## config.mk

```make
export PLATFORM = sky130hd
export DESIGN_NAME = feac_tx
export DESIGN_NICKNAME = d
export VERILOG_FILES = /design/src/rtl/feac_tx_pkg.sv /design/src/rtl/feac_word_builder.sv /design/src/rtl/feac_rep_counter.sv /design/src/rtl/feac_tx.sv
export SDC_FILE = /design/constraint.sdc
export NUM_CORES = 1
export LEC_CHECK = 0
export BUFFER_PORTS_ARGS = -buffer_cell sky130_fd_sc_hd__buf_2
export CAP_MARGIN = 20
export CORE_UTILIZATION = 59
export DETAILED_ROUTE_END_ITERATION = 16
export GPL_ROUTABILITY_DRIVEN = 0
export PLACE_DENSITY_LB_ADDON = 0.15
export SYNTH_ARGS = -nofsm -noshare
export SYNTH_HDL_FRONTEND = slang
export SYNTH_SLANG_ARGS = --single-unit
export TNS_END_PERCENT = 20
```

## constraint.sdc

```tcl
create_clock -name clk -period 4.8 [get_ports clk]
set_input_delay 0.96 -clock clk [delete_from_list [all_inputs] [get_ports clk]]
set_output_delay 0.96 -clock clk [all_outputs]
set_load 0.02 [all_outputs]
```

## src/rtl/feac_tx_pkg.sv

```systemverilog
package feac_tx_pkg;

    localparam int CW_BITS   = 16;
    localparam int CODE_BITS = 6;

    typedef enum logic [1:0] {
        ST_IDLE   = 2'd0,
        ST_ARMED  = 2'd1,
        ST_FIRST  = 2'd2,
        ST_SECOND = 2'd3
    } tx_state_t;

    typedef enum logic [1:0] {
        MODE_TEN  = 2'd0,
        MODE_CONT = 2'd1,
        MODE_PAIR = 2'd2,
        MODE_RSVD = 2'd3
    } tx_mode_t;

endpackage

```

## src/rtl/feac_word_builder.sv

```systemverilog
module feac_word_builder #(
    parameter int CODE_BITS = 6,
    parameter int CW_BITS   = 16
) (
    input  logic [CODE_BITS-1:0] code,
    output logic [CW_BITS-1:0]   word
);
    localparam int ONES = CW_BITS - CODE_BITS - 2;

    // Layout, lowest position first: ONES ones, a zero, the code bits, a closing zero.
    always_comb begin
        word = '0;
        for (int i = 0; i < ONES; i++) begin
            word[i] = 1'b1;
        end
        word[ONES] = 1'b0;
        for (int i = 0; i < CODE_BITS; i++) begin
            word[ONES + 1 + i] = code[i];
        end
        word[CW_BITS-1] = 1'b0;
    end
endmodule

```

## src/rtl/feac_rep_counter.sv

```systemverilog
module feac_rep_counter #(
    parameter int REPS = 10
) (
    input  logic clk,
    input  logic rst_n,
    input  logic clr,
    input  logic inc,
    output logic last
);
    localparam int CW = (REPS > 1) ? $clog2(REPS) : 1;
    localparam logic [CW-1:0] TOP = CW'(REPS - 1);

    logic [CW-1:0] cnt_q;

    // Saturating count of completed codewords.
    always_ff @(posedge clk or negedge rst_n) begin
        if (!rst_n) begin
            cnt_q <= '0;
        end else if (clr) begin
            cnt_q <= '0;
        end else if (inc && (cnt_q != TOP)) begin
            cnt_q <= cnt_q + 1'b1;
        end
    end

    assign last = (cnt_q == TOP);
endmodule

```

## src/rtl/feac_tx.sv

```systemverilog
module feac_tx
    import feac_tx_pkg::*;
#(
    parameter int REPS = 10
) (
    input  logic                 clk,
    input  logic                 rst_n,
    input  logic                 bit_stb,
    input  logic                 start,
    input  logic [1:0]           mode,
    input  logic [CODE_BITS-1:0] code_first,
    input  logic [CODE_BITS-1:0] code_second,
    input  logic                 keep_on,
    output logic                 feac_bit,
    output logic                 tx_idle
);
    localparam int PW = $clog2(CW_BITS);
    localparam logic [PW-1:0] POS_LAST = PW'(CW_BITS - 1);

    tx_state_t state_q, state_d;
    tx_mode_t  mode_q;
    logic [CODE_BITS-1:0] code_a_q, code_b_q;
    logic [PW-1:0]        pos_q;
    logic [CW_BITS-1:0]   word_a, word_b, word_cur;
    logic                 rep_clr, rep_inc, rep_last;
    logic                 sending, word_end;

    feac_word_builder #(.CODE_BITS(CODE_BITS), .CW_BITS(CW_BITS)) u_word_a (
        .code (code_a_q),
        .word (word_a)
    );

    feac_word_builder #(.CODE_BITS(CODE_BITS), .CW_BITS(CW_BITS)) u_word_b (
        .code (code_b_q),
        .word (word_b)
    );

    feac_rep_counter #(.REPS(REPS)) u_reps (
        .clk   (clk),
        .rst_n (rst_n),
        .clr   (rep_clr),
        .inc   (rep_inc),
        .last  (rep_last)
    );

    assign sending  = (state_q == ST_FIRST) || (state_q == ST_SECOND);
    assign word_end = sending && bit_stb && (pos_q == POS_LAST);

    // Next state: accept, launch, repeat, handover, finish.
    always_comb begin
        state_d = state_q;
        rep_clr = 1'b0;
        rep_inc = 1'b0;
        unique case (state_q)
            ST_IDLE: begin
                if (start) state_d = ST_ARMED;                  // accept
            end
            ST_ARMED: begin
                if (bit_stb) begin
                    state_d = ST_FIRST;                         // launch
                    rep_clr = 1'b1;
                end
            end
            ST_FIRST: begin
                if (word_end) begin
                    rep_inc = 1'b1;
                    if (rep_last) begin
                        unique case (mode_q)
                            MODE_PAIR: begin
                                state_d = ST_SECOND;            // handover
                                rep_clr = 1'b1;
                            end
                            MODE_CONT: state_d = keep_on ? ST_FIRST : ST_IDLE;
                            default:   state_d = ST_IDLE;       // finish
                        endcase
                    end
                end
            end
            ST_SECOND: begin
                if (word_end) begin
                    rep_inc = 1'b1;
                    if (rep_last) state_d = ST_IDLE;            // finish
                end
            end
            default: state_d = ST_IDLE;
        endcase
    end

    // State register with request latch and bit position.
    always_ff @(posedge clk or negedge rst_n) begin
        if (!rst_n) begin
            state_q  <= ST_IDLE;
            mode_q   <= MODE_TEN;
            code_a_q <= '0;
            code_b_q <= '0;
            pos_q    <= '0;
        end else begin
            state_q <= state_d;
            if ((state_q == ST_IDLE) && start) begin
                mode_q   <= tx_mode_t'(mode);
                code_a_q <= code_first;
                code_b_q <= code_second;
            end
            if (state_q == ST_ARMED) begin
                pos_q <= '0;
            end else if (sending && bit_stb) begin
                pos_q <= (pos_q == POS_LAST) ? '0 : pos_q + 1'b1;
            end
        end
    end

    // Outputs.
    always_comb begin
        word_cur = (state_q == ST_SECOND) ? word_b : word_a;
        feac_bit = sending ? word_cur[pos_q] : 1'b1;
        tx_idle  = !sending;
    end
endmodule

```

==> results.ini, run 1 <==
[logic_synthesis]
syn_nets = 146
netlist_instances = 117
yosys.area.top_type = dfrtp_1
synthTopCellsByArea = dfrtp_1 (45%), mux2_2 (12%), ha_1 (9.3%), mux4_2 (3.3%), mux2i_1 (3.0%)
syn-cell-area_um2 = 1350
postSynth.asyncResetShare_pct = 100
synthFlopType = dfrtp_1
synth_area_per_cell_um2 = 11.5
yosysTopAreaCellShare_pct = 44.5
yosysWarnings = 0
ys_seq_elements = 24
ys_seq_area_share_pct = 44.5
synth-edff-count = 0
yosysUniqueCellTypes = 33

[setup_path]
cp-start-kind = flip-flop
crit_arrival_ns = 2.54
crit_start = state_q[1]$_DFFE_PN0P_
r2r-start = state_q[1]$_DFFE_PN0P_
cp_max_fo = 6
crit_type = flip-flop to output port
endpoint_kind = output port
cp_data_required_time_ns = 3.84

[cts]
ctsResizeCount = 0
ctsHoldBuffers = 0
post_cts_buffers = 0
clk_pin_slew_ns = 0.12
clockBufferDepth = 2
clkLatencyLatePin_ns = 0.31
numClockSinks = 24
htree_levels = 1
cts_tree = built
root_buffer = clkbuf_4
cts_buffers = 3

[global_route]
grt_antenna_before_repair = 0
grt_pass1_vias = 965
grt.total_usage_pct = 22.6
grt_max_degree = 25
gr-total-overflow = 0
grt_pass1_wl_mm = 4.22

[timing]
slew-limit-headroom_pct = 60.4
setup_viol_count_final = 0
finalMaxSlewViolations = 0
min_period_ns = 3.50
rsz0062_at_grt = no
tightest_slew_ns = 0.577
fmax_mhz = 286
setup_tns_ns = 0
fin_skew_ns = 0.00177
hold_violations = 0
post-route-period-util_pct = 72.8

[layout]
layout_common_cells = dfrtp_1 (24), buf_2 (20), mux2_2 (14)
num-fill-cells = 151
final_common_cell = dfrtp_1
final_cells = 164
area_delta_synth_final_pct = 10.1
fin_nets = 168
seq_area_um2 = 601
layout-drive-gt1-share_pct = 31.4
multiInputGateArea_um2 = 702
antenna_cells = 0

[detailed_routing]
vias = 953
ant_nets = 0
drc = 0
drtIter0Drc = 16
wire_per_inst_um = 14.9
first_pass_iters = 4
vias_per_cell = 5.81
routed_wl_mm = 2.44

[floorplanning]
die_h_um = 49.8
fp-row-count = 16
io_pins = 21
die_x_um = 49.8
start_util_pct = 65.4
die-area_um2 = 2480
coreArea_um2 = 2060

[job]
maxCapViolCount = 0

[power]
p_leak_uw = 0.000653
power_density_nw_per_um2 = 574
ir_worst_vdd_uv = 336
power.total_uw = 853

[place]
io_buffers = 20
place.detailed.hpwl_mm = 1.85
placed_cells = 161

[hold_path]
worstHoldPathType = flip-flop to flip-flop
worstHoldStart = code_a_q[5]$_DFFE_PN0P_

[status]
status = finished, final reports clean

-- Yosys cell counts (all sizes together) (2+ instances only) --
master / number
mux2i: 4
xnor2: 2
ha: 10
o2bb2ai: 2
mux4: 2
mux2: 14
nor3b: 3
buf: 3
nand2: 9
inv: 7
nand3: 3
nor2: 5
nand3b: 2
o21ai: 6
nor3: 3
a21oi: 4
dfrtp: 24
nand2b: 3
-- power breakdown --
part | leakage, uW | total [uW] | internal [uW] | switching, uW
combinational | 0.000345 | 384 | 196 | 189
clock | 0.0000138 | 86.6 | 29.3 | 57.3
sequential | 0.000294 | 382 | 293 | 89.3
total | 0.000653 | 853 | 518 | 335
-- critical path: stages, from the launching register on --
cell and delay (ns):
dfrtp_1 0.46, ha_1 0.43, mux4_2 0.56, a2111oi_0 0.53, nor2_1 0.07, buf_2 0.17
-- state kept, by name (all words and copies together), names as in the netlist --
name          flops
state_q           2
code_a_q          6
pos_q             4
mode_q            2
u_reps.cnt_q      4
code_b_q          6
-- stage by stage --
step | hold slack (ns) | setup slack, ns | cell area [um^2] | util [%]
after floorplan | 0.474 | 2.11 | 1350 | -
after global placement | 0.490 | 1.87 | 1460 | 70.9
after detailed placement | 0.497 | 1.70 | 1460 | 70.9
after CTS | 0.525 | 1.34 | 1490 | 72.0
after global routing | 0.543 | 1.14 | 1490 | 72.0
final | 0.523 | 1.30 | 1490 | 72.0
-- routing by layer --
layer  GRT usage [%]  wire length (um)  share of wire, %  vias up
met5               0                 0                 0        -
met1            29.2              1130                46      464
met2            38.3              1200                49       24
li1                -                 -                 -      461
met3            4.63                90               3.7        4
met4            6.19                23              0.94        0
-- layout make-up --
type / count / share of cell area [%]
Multi-Input combinational cell: 83 / 47.3
Sequential cell: 24 / 40.4
Timing Repair Buffer: 20 / 6.74
Tap cell: 27 / 2.27
Inverter: 7 / 1.77
Clock buffer: 3 / 1.52
-- final timing paths --
path | to | slack, ns | cells after the start
max | feac_bit | 1.30 | 5
min | code_a_q[5]$_DFFE_PN0P_ | 0.52 | 1
max reg2reg | u_reps.cnt_q[1]$_DFFE_PN0P_ | 2.99 | 5
min reg2reg | code_a_q[5]$_DFFE_PN0P_ | 0.52 | 1
max in group asynchronous | pos_q[1]$_DFFE_PN0P_ | 3.85 | 1
min in group asynchronous | pos_q[0]$_DFFE_PN0P_ | 0.61 | 1
-- kinds of logic (layout without fill, tap and decap cells) --
family | Yosys count | in the layout | share of synthesized area, %
AOI/OAI and AO/OA | 19 | 19 | 10.3
xor gates and xnor gates | 2 | 2 | 1.30
buffers and inverters | 10 | 30 | 3.43
DFF | 24 | 24 | 44.5
and+or+nand+nor | 32 | 32 | 13.2
muxes | 20 | 20 | 18.0
adders and majority gates | 10 | 10 | 9.28
Note: power is estimated with default switching activity, not from simulation.
==> inputs of run 2 (changes only) <==
CORE_UTILIZATION = 55   (was 59)
clock period = 3.5 ns   (was 4.8 ns; I/O delays follow)
==> run 2 against run 1 <==
Against the previous run:
- non-clock buffer count unchanged
- worst setup slack got worse by 0.88 ns
- sequential share of layout area decreased by 0.40 points
- final cell count increased by 1.2%
- critical path depth increased by 1
- sequential power increased by 36%
- via count decreased by 2.7%
- sequential cell count unchanged
- register-to-register slack got worse by 1.3 ns
- clock skew increased by 0.0010 ns
- count of clock-buffer cells in the layout increased by 1
- routed wire length decreased by 5.0%
==> results.ini, run 2 (same netlist as run 1, synthesis figures left out) <==
[timing]
slew-limit-headroom_pct = 58.7  ; was 60.4%
fmax_mhz = 325
min_period_ns = 3.07
hold_slack_ns = 0.346  ; was 0.523 ns
finalMaxSlewViolations = 0  ; unchanged
post-route-period-util_pct = 87.8
setup_tns_ns = 0  ; unchanged
rsz0062_at_grt = no  ; unchanged
hold_violations = 0  ; unchanged
setup_viol_count_final = 0  ; unchanged
tightest_slew_ns = 0.602  ; was 0.577 ns
fin_skew_ns = 0.00282  ; was 0.00177 ns

[detailed_routing]
routed_wl_mm = 2.32  ; was 2.44 mm
first_pass_iters = 4  ; unchanged
vias = 927  ; was 953
drc = 0  ; unchanged
wire_per_inst_um = 14.0  ; was 14.9 um
drtIter0Drc = 7  ; was 16
vias_per_cell = 5.58  ; was 5.81
ant_nets = 0  ; unchanged

[cts]
htree_levels = 1  ; unchanged
post_cts_buffers = 0  ; unchanged
ctsResizeCount = 0  ; unchanged
ctsHoldBuffers = 0  ; unchanged
clkLatencyLatePin_ns = 0.31  ; about the same
cts_buffers = 3  ; unchanged
root_buffer = clkbuf_4  ; unchanged
clockBufferDepth = 2  ; unchanged
clk_pin_slew_ns = 0.13  ; was 0.12 ns
cts_tree = built  ; unchanged
numClockSinks = 24  ; unchanged

[place]
placed_cells = 162  ; was 161
place.detailed.hpwl_mm = 1.81  ; was 1.85 mm
io_buffers = 20  ; unchanged
place_area_um2 = 1460  ; about the same

[floorplanning]
start_util_pct = 59.8  ; was 65.4%
die_x_um = 51.5  ; was 49.8 um
coreArea_um2 = 2250  ; was 2060 um^2
io_pins = 21  ; unchanged
fp-row-count = 17  ; was 16
die-area_um2 = 2650  ; was 2480 um^2
die_h_um = 51.5  ; was 49.8 um

[global_route]
grt.total_usage_pct = 20.5  ; was 22.6%
grt_antenna_before_repair = 0  ; unchanged
gr-total-overflow = 0  ; unchanged
grt_pass1_wl_mm = 4.00  ; was 4.22 mm
grt_pass1_vias = 919  ; was 965
grt_max_degree = 25  ; unchanged

[setup_path]
crit_arrival_ns = 2.37  ; was 2.54 ns
cp-start-kind = flip-flop  ; unchanged
crit_type = flip-flop to output port  ; unchanged
crit_start = state_q[1]$_DFFE_PN0P_  ; unchanged
endpoint_kind = output port  ; unchanged
cp_max_fo = 6  ; unchanged
cp_data_required_time_ns = 2.80  ; was 3.84 ns
r2r-start = state_q[0]$_DFFE_PN0P_  ; was state_q[1]$_DFFE_PN0P_

[layout]
layout_common_cells = dfrtp_1 (24), buf_2 (20), mux2_2 (14)  ; unchanged
stdcell_area_um2 = 1500  ; was 1490 um^2
layout-drive-gt1-share_pct = 31.9  ; was 31.4%
fin_nets = 168  ; unchanged
final_common_cell = dfrtp_1  ; unchanged
area_delta_synth_final_pct = 11.2  ; was 10.1%
final_cells = 166  ; was 164
antenna_cells = 0  ; unchanged
reg.largest.list = code_a_q (6), code_b_q (6)  ; unchanged

[hold_path]
worstHoldPathType = input port to asynchronous set/reset pin  ; was flip-flop to flip-flop

[power]
seqPwrFrac_pct = 43.8  ; was 44.8%
swShare_pct = 38.0  ; was 39.3%
p_switching_uw = 450  ; was 335 uW
ir_worst_vdd_uv = 459  ; was 336 uV
p_leak_uw = 0.000660  ; was 0.000653 uW
clkPwrFrac_pct = 12.1  ; was 10.2%
power_density_nw_per_um2 = 790  ; was 574 nW/um^2
p_comb_share_pct = 44.0  ; was 45.1%
power.total_uw = 1190  ; was 853 uW
internal_power_uw = 735  ; was 518 uW

[status]
status = finished, final reports clean  ; unchanged

[job]
maxCapViolCount = 0  ; unchanged

==> run 2: changes by cell type in the layout (fill, tap and decap cells not counted), sizes merged <==
cell    before  now
clkbuf       3    4
==> run 2: worst paths after layout <==
check / end / slack [ns] / cells past startpoint
max: feac_bit / 0.43 / 6
min: u_reps.cnt_q[1]$_DFFE_PN0P_ / 0.35 / 1
max in group asynchronous: code_a_q[3]$_DFFE_PN0P_ / 2.81 / 1
min reg2reg: code_b_q[4]$_DFFE_PN0P_ / 0.52 / 1
min in group clk: code_b_q[4]$_DFFE_PN0P_ / 0.52 / 1
max reg2reg: u_reps.cnt_q[1]$_DFFE_PN0P_ / 1.72 / 6
==> run 2: metrics by stage <==
step | worst slack [ns] | util (%)
after floorplan | 1.07 | -
after global placement | 0.818 | 64.9
after detailed placement | 0.753 | 64.9
after CTS | 0.385 | 66.5
after global routing | 0.254 | 66.5
final | 0.426 | 66.5
==> run 2: power by group through the flow <==
stage	sequential, uW	clock (uW)	combinational (uW)
final	520	144	522
after global routing	542	157	589
after CTS	520	150	529
after detailed placement	526	0	525
after global placement	521	0	496
after floorplan	479	0	443
==> run 2: critical path: stages (launching register included) <==
cell and delay [ns]:
dfrtp_1 0.44, ha_1 0.43, mux4_2 0.55, nor2b_1 0.15, nor4b_2 0.26, nor2_1 0.07
buf_2 0.17
==> run 2: routing by layer <==
metal	GRT usage, %	routed length [um]
met5	0	0
met4	6.76	12
met3	2.63	64
met2	35.7	1150
met1	26.3	1090
==> run 2: area by class of cell <==
type                    instances  area, um^2
repair buffers                 20         100
clock buffers                   4        36.3
flip-flops and latches         24         601
multi-input cells              83         702
inverters                       7        26.3
well taps                      28        35.0
fillers                       183         754
